<file path="config.mk">
export PLATFORM = sky130hd
export DESIGN_NAME = rail_seq_ctrl
export DESIGN_NICKNAME = d
export VERILOG_FILES = /design/src/rtl/rail_seq_pkg.sv /design/src/rtl/rail_sync.sv /design/src/rtl/step_timer.sv /design/src/rtl/seq_fsm.sv /design/src/rtl/rail_seq_ctrl.sv
export SDC_FILE = /design/constraint.sdc
export NUM_CORES = 1
export LEC_CHECK = 0
export ABC_CLOCK_PERIOD_IN_PS = 5990
export CORE_UTILIZATION = 50
export CTS_CLUSTER_DIAMETER = 40
export DETAILED_ROUTE_END_ITERATION = 10
export GPL_ROUTABILITY_DRIVEN = 0
export PLACE_DENSITY = 0.76
export RECOVER_POWER = 50
export SLEW_MARGIN = 20
export SYNTH_ARGS = -nofsm -noshare
export SYNTH_HDL_FRONTEND = slang
export SYNTH_SLANG_ARGS = --single-unit
export TNS_END_PERCENT = 50
</file>
<file path="constraint.sdc">
create_clock -name clk -period 5.99 [get_ports clk]
set_input_delay 1.198 -clock clk [delete_from_list [all_inputs] [get_ports clk]]
set_output_delay 1.198 -clock clk [all_outputs]
set_load 0.01 [all_outputs]
</file>
<file path="src/rtl/rail_seq_pkg.sv">
package rail_seq_pkg;

  typedef enum logic [3:0] {
    ST_HOLD   = 4'd0,
    ST_ARM    = 4'd1,
    ST_RAMP_A = 4'd2,
    ST_RAMP_B = 4'd3,
    ST_GOOD   = 4'd4,
    ST_DIAG1  = 4'd5,
    ST_DIAG2  = 4'd6,
    ST_DROP_A = 4'd7,
    ST_DROP_B = 4'd8
  } seq_state_e;

  typedef enum logic [1:0] {
    LIM_RAMP_A = 2'd0,
    LIM_RAMP_B = 2'd1,
    LIM_DROP   = 2'd2,
    LIM_NONE   = 2'd3
  } lim_sel_e;

  typedef struct packed {
    logic en33;
    logic en25;
    logic fault;
  } rail_out_t;

  localparam int unsigned SYNC_W = 5;

  function automatic rail_out_t decode_out(seq_state_e s);
    rail_out_t o;
    case (s)
      ST_RAMP_A: o = 3'b100;
      ST_RAMP_B: o = 3'b110;
      ST_GOOD:   o = 3'b110;
      ST_DIAG1:  o = 3'b111;
      ST_DIAG2:  o = 3'b111;
      ST_DROP_A: o = 3'b011;
      ST_DROP_B: o = 3'b101;
      default:   o = 3'b000;
    endcase
    return o;
  endfunction

endpackage

</file>
<file path="src/rtl/rail_sync.sv">
module rail_sync #(
  parameter int unsigned W      = 5,
  parameter int unsigned STAGES = 2
) (
  input  logic         clk,
  input  logic         rst_n,
  input  logic [W-1:0] d_i,
  output logic [W-1:0] q_o
);

  generate
    for (genvar g = 0; g < STAGES; g++) begin : stage
      logic [W-1:0] q;
      if (g == 0) begin : g_first
        always_ff @(posedge clk or negedge rst_n) begin
          if (!rst_n) q <= '0;
          else        q <= d_i;
        end
      end else begin : g_next
        always_ff @(posedge clk or negedge rst_n) begin
          if (!rst_n) q <= '0;
          else        q <= stage[g-1].q;
        end
      end
    end
  endgenerate

  assign q_o = stage[STAGES-1].q;

endmodule

</file>
<file path="src/rtl/step_timer.sv">
module step_timer
  import rail_seq_pkg::*;
#(
  parameter int unsigned RAMP_A_TICKS = 1000,
  parameter int unsigned RAMP_B_TICKS = 2000,
  parameter int unsigned DROP_TICKS   = 1000
) (
  input  logic     clk,
  input  logic     rst_n,
  input  logic     clr_i,
  input  logic     tick_i,
  input  lim_sel_e sel_i,
  output logic     expired_o
);

  localparam int unsigned MAX_AB  = (RAMP_A_TICKS > RAMP_B_TICKS) ? RAMP_A_TICKS : RAMP_B_TICKS;
  localparam int unsigned MAX_ALL = (MAX_AB > DROP_TICKS) ? MAX_AB : DROP_TICKS;
  localparam int unsigned CW      = $clog2(MAX_ALL + 1);

  logic [CW-1:0] cnt_q, cnt_d, lim;
  logic          cnt_en;
  logic          past_valid;

  always_comb begin
    case (sel_i)
      LIM_RAMP_A: lim = CW'(RAMP_A_TICKS);
      LIM_RAMP_B: lim = CW'(RAMP_B_TICKS);
      LIM_DROP:   lim = CW'(DROP_TICKS);
      default:    lim = '1;
    endcase
  end

  assign cnt_en = clr_i | (tick_i & (cnt_q < lim));

  always_comb begin
    if (clr_i) cnt_d = '0;
    else       cnt_d = cnt_q + 1'b1;
  end

  always_ff @(posedge clk or negedge rst_n) begin
    if (!rst_n)      cnt_q <= '0;
    else if (cnt_en) cnt_q <= cnt_d;
  end

  assign expired_o = (cnt_q >= lim);

  always_ff @(posedge clk or negedge rst_n) begin
    if (!rst_n) past_valid <= 1'b0;
    else        past_valid <= 1'b1;
  end

  // the count restarts on every state change
  a_r6_clear_on_entry: assert property (@(posedge clk) disable iff (!rst_n)
    (past_valid && $past(clr_i)) |-> (cnt_q == '0));

  // the count only ever steps by one, and only on a tick
  a_r6_count_by_tick: assert property (@(posedge clk) disable iff (!rst_n)
    (past_valid && !$past(clr_i) && (cnt_q != $past(cnt_q)))
      |-> ($past(tick_i) && (cnt_q == $past(cnt_q) + 1'b1)));

endmodule

</file>
<file path="src/rtl/seq_fsm.sv">
module seq_fsm
  import rail_seq_pkg::*;
(
  input  logic      clk,
  input  logic      rst_n,
  input  logic      main_s,
  input  logic      r33_s,
  input  logic      r25_s,
  input  logic      off_s,
  input  logic      expired_i,
  output logic      clr_o,
  output lim_sel_e  sel_o,
  output rail_out_t out_o
);

  seq_state_e state_q, state_d;
  logic       all_good;
  logic       past_valid;

  assign all_good = main_s & r33_s & r25_s;

  always_comb begin
    state_d = state_q;
    case (state_q)
      ST_HOLD:   if (!off_s) state_d = ST_ARM;
      ST_ARM: begin
        if (off_s)       state_d = ST_HOLD;
        else if (main_s) state_d = ST_RAMP_A;
      end
      ST_RAMP_A: begin
        if (r33_s)          state_d = ST_RAMP_B;
        else if (expired_i) state_d = ST_DROP_A;
      end
      ST_RAMP_B: begin
        if (r25_s)          state_d = ST_GOOD;
        else if (expired_i) state_d = ST_DROP_B;
      end
      ST_GOOD: begin
        if (!all_good)  state_d = ST_DIAG1;
        else if (off_s) state_d = ST_DROP_B;
      end
      ST_DIAG1:  state_d = main_s ? ST_DIAG2 : ST_DROP_A;
      ST_DIAG2:  state_d = r33_s  ? ST_DROP_B : ST_DROP_A;
      ST_DROP_A: if (expired_i) state_d = ST_HOLD;
      ST_DROP_B: if (expired_i) state_d = ST_HOLD;
      default:   state_d = ST_HOLD;
    endcase
  end

  always_ff @(posedge clk or negedge rst_n) begin
    if (!rst_n) state_q <= ST_HOLD;
    else        state_q <= state_d;
  end

  always_comb begin
    case (state_q)
      ST_RAMP_A:            sel_o = LIM_RAMP_A;
      ST_RAMP_B:            sel_o = LIM_RAMP_B;
      ST_DROP_A, ST_DROP_B: sel_o = LIM_DROP;
      default:              sel_o = LIM_NONE;
    endcase
  end

  assign clr_o = (state_d != state_q);
  assign out_o = decode_out(state_q);

  always_ff @(posedge clk or negedge rst_n) begin
    if (!rst_n) past_valid <= 1'b0;
    else        past_valid <= 1'b1;
  end

  // the 3.3 V step starts only from the second idle state with the start condition met
  a_r3_start_gate: assert property (@(posedge clk) disable iff (!rst_n)
    (past_valid && state_q == ST_RAMP_A && $past(state_q) != ST_RAMP_A)
      |-> ($past(state_q) == ST_ARM && $past(main_s) && !$past(off_s)));

  // leaving the 3.3 V step for drop state A needs an expired timer
  a_r6_timeout_entry: assert property (@(posedge clk) disable iff (!rst_n)
    (past_valid && state_q == ST_DROP_A && $past(state_q) == ST_RAMP_A)
      |-> $past(expired_i));

  // power-good is left only toward diagnosis or drop state B
  a_r7_good_exit: assert property (@(posedge clk) disable iff (!rst_n)
    (past_valid && $past(state_q) == ST_GOOD && state_q != ST_GOOD)
      |-> (state_q == ST_DIAG1 || state_q == ST_DROP_B));

  // the second diagnosis state always follows the first
  a_r8_diag_order: assert property (@(posedge clk) disable iff (!rst_n)
    (past_valid && state_q == ST_DIAG2) |-> ($past(state_q) == ST_DIAG1));

endmodule

</file>
<file path="src/rtl/rail_seq_ctrl.sv">
module rail_seq_ctrl
  import rail_seq_pkg::*;
#(
  parameter int unsigned RAMP_A_TICKS = 1000,
  parameter int unsigned RAMP_B_TICKS = 2000,
  parameter int unsigned DROP_TICKS   = 1000,
  parameter int unsigned SYNC_STAGES  = 2
) (
  input  logic clk,
  input  logic rst_n,
  input  logic tick_i,
  input  logic main_good_i,
  input  logic r33_good_i,
  input  logic r25_good_i,
  input  logic off_req_i,
  output logic en33_o,
  output logic en25_o,
  output logic fault_o
);

  logic [SYNC_W-1:0] raw_in, syn_in;
  logic              clr, expired;
  lim_sel_e          sel;
  rail_out_t         outs;

  assign raw_in = {tick_i, off_req_i, r25_good_i, r33_good_i, main_good_i};

  rail_sync #(.W(SYNC_W), .STAGES(SYNC_STAGES)) u_sync (
    .clk   (clk),
    .rst_n (rst_n),
    .d_i   (raw_in),
    .q_o   (syn_in)
  );

  seq_fsm u_fsm (
    .clk       (clk),
    .rst_n     (rst_n),
    .main_s    (syn_in[0]),
    .r33_s     (syn_in[1]),
    .r25_s     (syn_in[2]),
    .off_s     (syn_in[3]),
    .expired_i (expired),
    .clr_o     (clr),
    .sel_o     (sel),
    .out_o     (outs)
  );

  step_timer #(
    .RAMP_A_TICKS (RAMP_A_TICKS),
    .RAMP_B_TICKS (RAMP_B_TICKS),
    .DROP_TICKS   (DROP_TICKS)
  ) u_timer (
    .clk       (clk),
    .rst_n     (rst_n),
    .clr_i     (clr),
    .tick_i    (syn_in[4]),
    .sel_i     (sel),
    .expired_o (expired)
  );

  assign en33_o  = outs.en33;
  assign en25_o  = outs.en25;
  assign fault_o = outs.fault;

  // fault is never raised with both enables off
  a_r10_no_lone_fault: assert property (@(posedge clk) disable iff (!rst_n)
    !(fault_o && !en33_o && !en25_o));

endmodule

</file>
==> Word-level counts from Yosys, hierarchy flattened <==
Index checks and enable logic that the tools add are counted.
{ "word_totals": {"ff_bits": 25, "in_bits": 7, "output_inout_bits": 3, "wordCells": 45} }
{ "classes": {"addsub": 1, "order_cmp": 2, "n_eq_ne": 11, "muxes": 17, "bitwise_logic": 4, "reduce_logical": 6} }
{ "op_table": {"columns": ["op", "n"], "rows": [
  ["4-bit two-way mux", 11],
  ["4-bit case mux with 8 select lines", 1],
  ["11-bit case mux with 2 select lines", 1],
  ["4-bit by 3-bit equality test with 1-bit output, second input constant", 4],
  ["3-bit case mux with 5 select lines", 1],
  ["11-bit by 1-bit adder with 11-bit output, second input constant", 1],
  ["11-bit greater-or-equal comparator", 1],
  ["11-bit less-than comparator", 1],
  ["11-bit two-way mux", 1],
  ["4-bit by 2-bit equality test with 1-bit output, second input constant", 2],
  ["2-bit OR reduction", 4],
  ["2-bit case mux with 3 select lines", 1],
  ["4-bit by 1-bit equality test with 1-bit output, second input constant", 1],
  ["4-bit equality test, second input constant", 1],
  ["4-bit zero test", 1],
  ["4-bit inequality test", 1],
  ["1-bit AND", 3],
  ["2-bit by 1-bit equality test with 1-bit output, second input constant", 1],
  ["2-bit equality test, second input constant", 1],
  ["2-bit zero test", 1],
  ["1-bit two-way mux", 1],
  ["1-bit OR", 1]
]} }

==> Logic depth before layout (Yosys ltp) <==
{ "depth": {"depth_word": 12, "ltp_mapped": 15, "depth_no_buf": 13} }

==> Hierarchy <==
Synthesis repeated with hierarchy kept, for this count alone.
{ "hier_totals": {"hier_cells": 173, "hier_area_um2": 1645.3} }
{ "by_module_without_submodules": {"columns": ["module", "n_inst", "cells_per_inst", "area_each_um2", "seq_area_each_um2"], "rows": [
  ["step_timer", 1, 97, 878.3, 275.3],
  ["seq_fsm", 1, 66, 516.7, 100.1],
  ["rail_sync", 1, 10, 250.2, 250.2]
]} }

==> Worst setup path after synthesis <==
No wires, ideal clock.
{ "synth_path": {"kind": "register to register", "from": "register u_fsm.state_q[3]", "to": "register u_timer.cnt_q[9]", "setup_time_ns": 0.122, "t_arrival_ns": 2.585, "required_time_ns": 5.868, "path_slack_ns": 3.283, "stages_incl_launch_ff": 14, "path_buffers": 2, "synth_period_minus_slack_ns": 2.707, "cell_sequence": "dfrtp_1 clkbuf_1 nor2_1 nand2_1 nand2_1 ha_1 nor2b_1 o211ai_1 a221o_1 o2111a_1 o221a_4 xnor2_1 buf_6 nor3_2"} }
{ "synth_via": {"elab_chain_len": 12, "word_cells_on_any_way": 33, "cone_classes": "2 x order compare; 11 x eq/ne; 14 x mux; 2 x bitwise; 4 x reduce/logical"} }
{ "synth_lines": {"columns": ["item", "line", "source"], "rows": [
  ["from (decl)", "seq_fsm.sv:16", "seq_state_e state_q, state_d;"],
  ["from (signal assigned)", "seq_fsm.sv:52", "else state_q <= state_d;"],
  ["4-bit by 3-bit equality test with 1-bit output / 4-bit equality test (equally long branches)", "seq_fsm.sv:24, seq_fsm.sv:56", null],
  ["2-bit OR reduction (no source line)", null, null],
  ["2-bit case mux with 3 select lines", "seq_fsm.sv:56", "case (state_q)"],
  ["2-bit equality test / 2-bit zero test (equally long branches)", "step_timer.sv:25", "case (sel_i)"],
  ["2-bit OR reduction (no source line)", null, null],
  ["11-bit case mux with 2 select lines", "step_timer.sv:25", null],
  ["11-bit greater-or-equal comparator", "step_timer.sv:45", "assign expired_o = (cnt_q >= lim);"],
  ["4-bit two-way mux, on equally long branches", "seq_fsm.sv:36, seq_fsm.sv:32", null],
  ["4-bit two-way mux, on equally long branches", "seq_fsm.sv:35, seq_fsm.sv:31", null],
  ["4-bit case mux with 8 select lines", "seq_fsm.sv:24", "case (state_q)"],
  ["4-bit inequality test", "seq_fsm.sv:64", "assign clr_o = (state_d != state_q);"],
  ["11-bit two-way mux / 1-bit OR (equally long branches)", "step_timer.sv:36, step_timer.sv:33", null],
  ["to (signal assigned)", "step_timer.sv:42", "else if (cnt_en) cnt_q <= cnt_d;"],
  ["to (decl)", "step_timer.sv:20", "logic [CW-1:0] cnt_q, cnt_d, lim;"]
]} }
Several ways; a longest one is shown, not always the timed one.
A chain may end at the register's enable or synchronous reset.

==> Worst setup path after layout <==
{ "layout_path": {"from": "register u_fsm.state_q[0]", "to": "register u_timer.cnt_q[0]"} }
The elaborated chain is that of the path after synthesis.

==> impl_metrics.yaml <==
run_status:
  outcome: "finished, final reports clean"
drt:
  drtIter0Drc: 101
  drt_wl_total_um: 3167
  vias: 1292
  viasPerCell: 6.009
  ant_nets: 0
  avgRoutedWirePerCell_um: 14.73
  first_pass_iters: 4
  drcViolationCount: 0
critical_path:
  crit_path_end_kind: "flop"
  cpMaxStageDelayCell: "o311ai_4"
  critPathRequiredTime_ns: 6.18
  path_class: "reg2reg"
  path_buf_inv: 1
  cp-start-kind: "flop"
  crit_family: "compound AO/OA/AOI/OAI gates"
  cp_cell_sequence: "nor2_1 -> nand3_1 -> nand2_1 -> inv_1 -> ha_1 -> nor2b_1 -> o211ai_1 -> a221o_1 -> o211ai_2 -> nor2_1 -> o311ai_4 -> nor3_1"
  max_stage_delay_ns: 0.67
  arrival_ns: 3.68
  cp_max_fo: 16
  crit_top_cell: "nor2_1"
timing:
  setup_viol: 0
  worst_pin_slew_ns: 1.246
  rsz0062_at_grt: "no"
  finClkSkew_ns: 0.001682
  tns_ns: 0
  maxSlewHeadroom_pct: 16.94
  min_period_ns: 3.488
  maxSlewViolCount: 0
  fin_crit_sh_pct: 58.22
  fmax_mhz: 286.7
  hold_violations: 0
  fin_ws_ns: 2.502
layout:
  final_cell_mix: "25 x dfrtp_1, 14 x nor2_1, 14 x nand2_1, 10 x nor3_2, 9 x xnor2_1"
  layout_commonest_cell: "dfrtp_1"
  fin_util_pct: 56.94
  syn_to_final_growth_pct: 9.019
  n_antenna_cell: 0
  final_nets: 185
  layout-drive-gt1-share_pct: 11.70
  final_cell_area_mm2: 0.001724
yosys:
  synthesis.area_mm2: 0.001582
  yosysSeqAreaShare_pct: 39.56
  syn-num-nets: 177
  synth_edf_count: 0
  yosys_most_used_dff: "dfrtp_1"
  async_reset_ff_share_pct: 100.0
  ys_seq_elements: 25
  synth.area.top_cells: "dfrtp_1 40%, nor3_2 6.3%, xnor2_1 5.0%, ha_1 4.7%, nand2_1 3.3%"
  yosysWarnings: 0
  synth.avg_cell_area_um2: 9.643
  synthCells: 164
  yosysUniqueCellTypes: 46
  yosysTopAreaCell: "dfrtp_1"
  synth_top_area_share_pct: 39.56
placed_design:
  portBuffers: 9
  dpl_cell_area_mm2: 0.001690
  pre_cts_ws_ns: 2.303
  dp_hpwl_um: 2376
clocking:
  clk_latency_ns: 0.32
  cts_buffers: 3
  cts_tree: "yes"
  postCtsSetupBuffers: 0
  cts_htree_levels: 1
  cts_root_buffer: "clkbuf_4"
  clkSinkCount: 25
  clockBufferDepth: 2
  cts.reportedPaths.clkPinSlew_ns: 0.13
  cts_resized: 0
  cts_hold_buf: 0
job:
  cap_violations: 0
global_routing:
  grt_max_degree: 26
  globalRouteTotalUtil_pct: 21.43
  grt_pass1_wl_um: 5457
  grt_antenna_before_repair: 0
  first_global_vias: 1154
  overflow: 0
power_and_ir_drop:
  powerDensity_mw_per_mm2: 378.9
  max-vdd-ir-drop_mv: 0.1319
  power.leakage_nw: 0.7357
die:
  die-width_um: 58.24
  num_rows: 20
  coreArea_mm2: 0.003028
  start_util_pct: 52.23
  dieArea_mm2: 0.003392
  die_y_um: 58.24
  ioPinCount: 10
hold_path:
  hold_class: "reg2reg"
==> area by class of cell <==
cell class	count	area, um2
clock buffers	3	22.52
inverters	7	26.28
multi-input cells	125	895.9
flip-flops and latches	25	625.6
repair buffers	10	91.34
fillers	259	1304
well taps	44	55.05
clock inverters	1	7.507
==> report_power, final <==
group	internal [mW]	switching, mW
sequential	0.187	0.0471
combinational	0.144	0.199
clock	0.0256	0.0507
==> per-stage QoR <==
stage / power, mW / cells / hold WS (ns)
floorplan: 0.4932 / 164 / 0.3312
global placement: 0.5548 / 211 / 0.3326
detailed placement: 0.5674 / 211 / 0.3363
CTS: 0.6447 / 215 / 0.3678
global route: 0.7048 / 215 / 0.3777
finish: 0.6534 / 215 / 0.3662
==> sequential cells by signal, summed over array words and instances (netlist names) <==
name,count
u_fsm.state_q,4
u_sync.stage.q,5
u_timer.cnt_q,11
u_sync.q_o,5
==> cells in the mapped netlist, types with 2 or more instances <==
library cell / number
a221o_1: 2
nor2_1: 14
o22ai_1: 2
nand2b_1: 6
xor2_1: 4
xnor2_1: 9
buf_2: 2
or2_1: 2
dfrtp_1: 25
nor3_2: 10
buf_4: 2
nand4_1: 3
a211o_1: 2
and3_1: 4
nand3_1: 8
o22a_1: 2
and4_1: 2
inv_1: 7
o21ai_0: 4
nor3_1: 4
ha_1: 6
nand2_1: 14
a21oi_1: 7
==> layer usage <==
layer,wire length (um),part of all wire [%],vias to the layer above,GRT usage (%)
li1,-,-,610,-
met1,1441,46,630,31.08
met4,97,3.1,0,9.524
met3,141,4.5,11,3.348
met5,0,0,-,0
met2,1486,47,41,31.69
==> kinds of logic (layout without fill, tap and decap cells) <==
kind of cell	Yosys count	in the layout	share of synthesized area (%)
AND/OR/NAND/NOR	70	70	25.32
adder cells (fa/ha/maj)	6	6	4.747
buffers and inverters	14	21	4.430
XOR/XNOR	13	13	7.199
flip-flops	25	25	39.56
AO/OA/AOI/OAI	35	35	18.12
multiplexers	1	1	0.6329
==> final timing paths <==
path	end	cells after the start	slack, ns	from
setup / recovery	u_timer.cnt_q[0]	12	2.50	u_fsm.state_q[0]
hold reg to reg	u_sync.q_o[1]	0	0.37	u_sync.stage[0].q[1]
min in group asynchronous	u_fsm.state_q[2]	1	1.10	rst_n
hold / removal	u_sync.q_o[1]	0	0.37	u_sync.stage[0].q[1]
max in group asynchronous	u_timer.cnt_q[9]	1	4.16	rst_n
setup reg to reg	u_timer.cnt_q[0]	12	2.50	u_fsm.state_q[0]
Power figures use the tool's default switching activity.
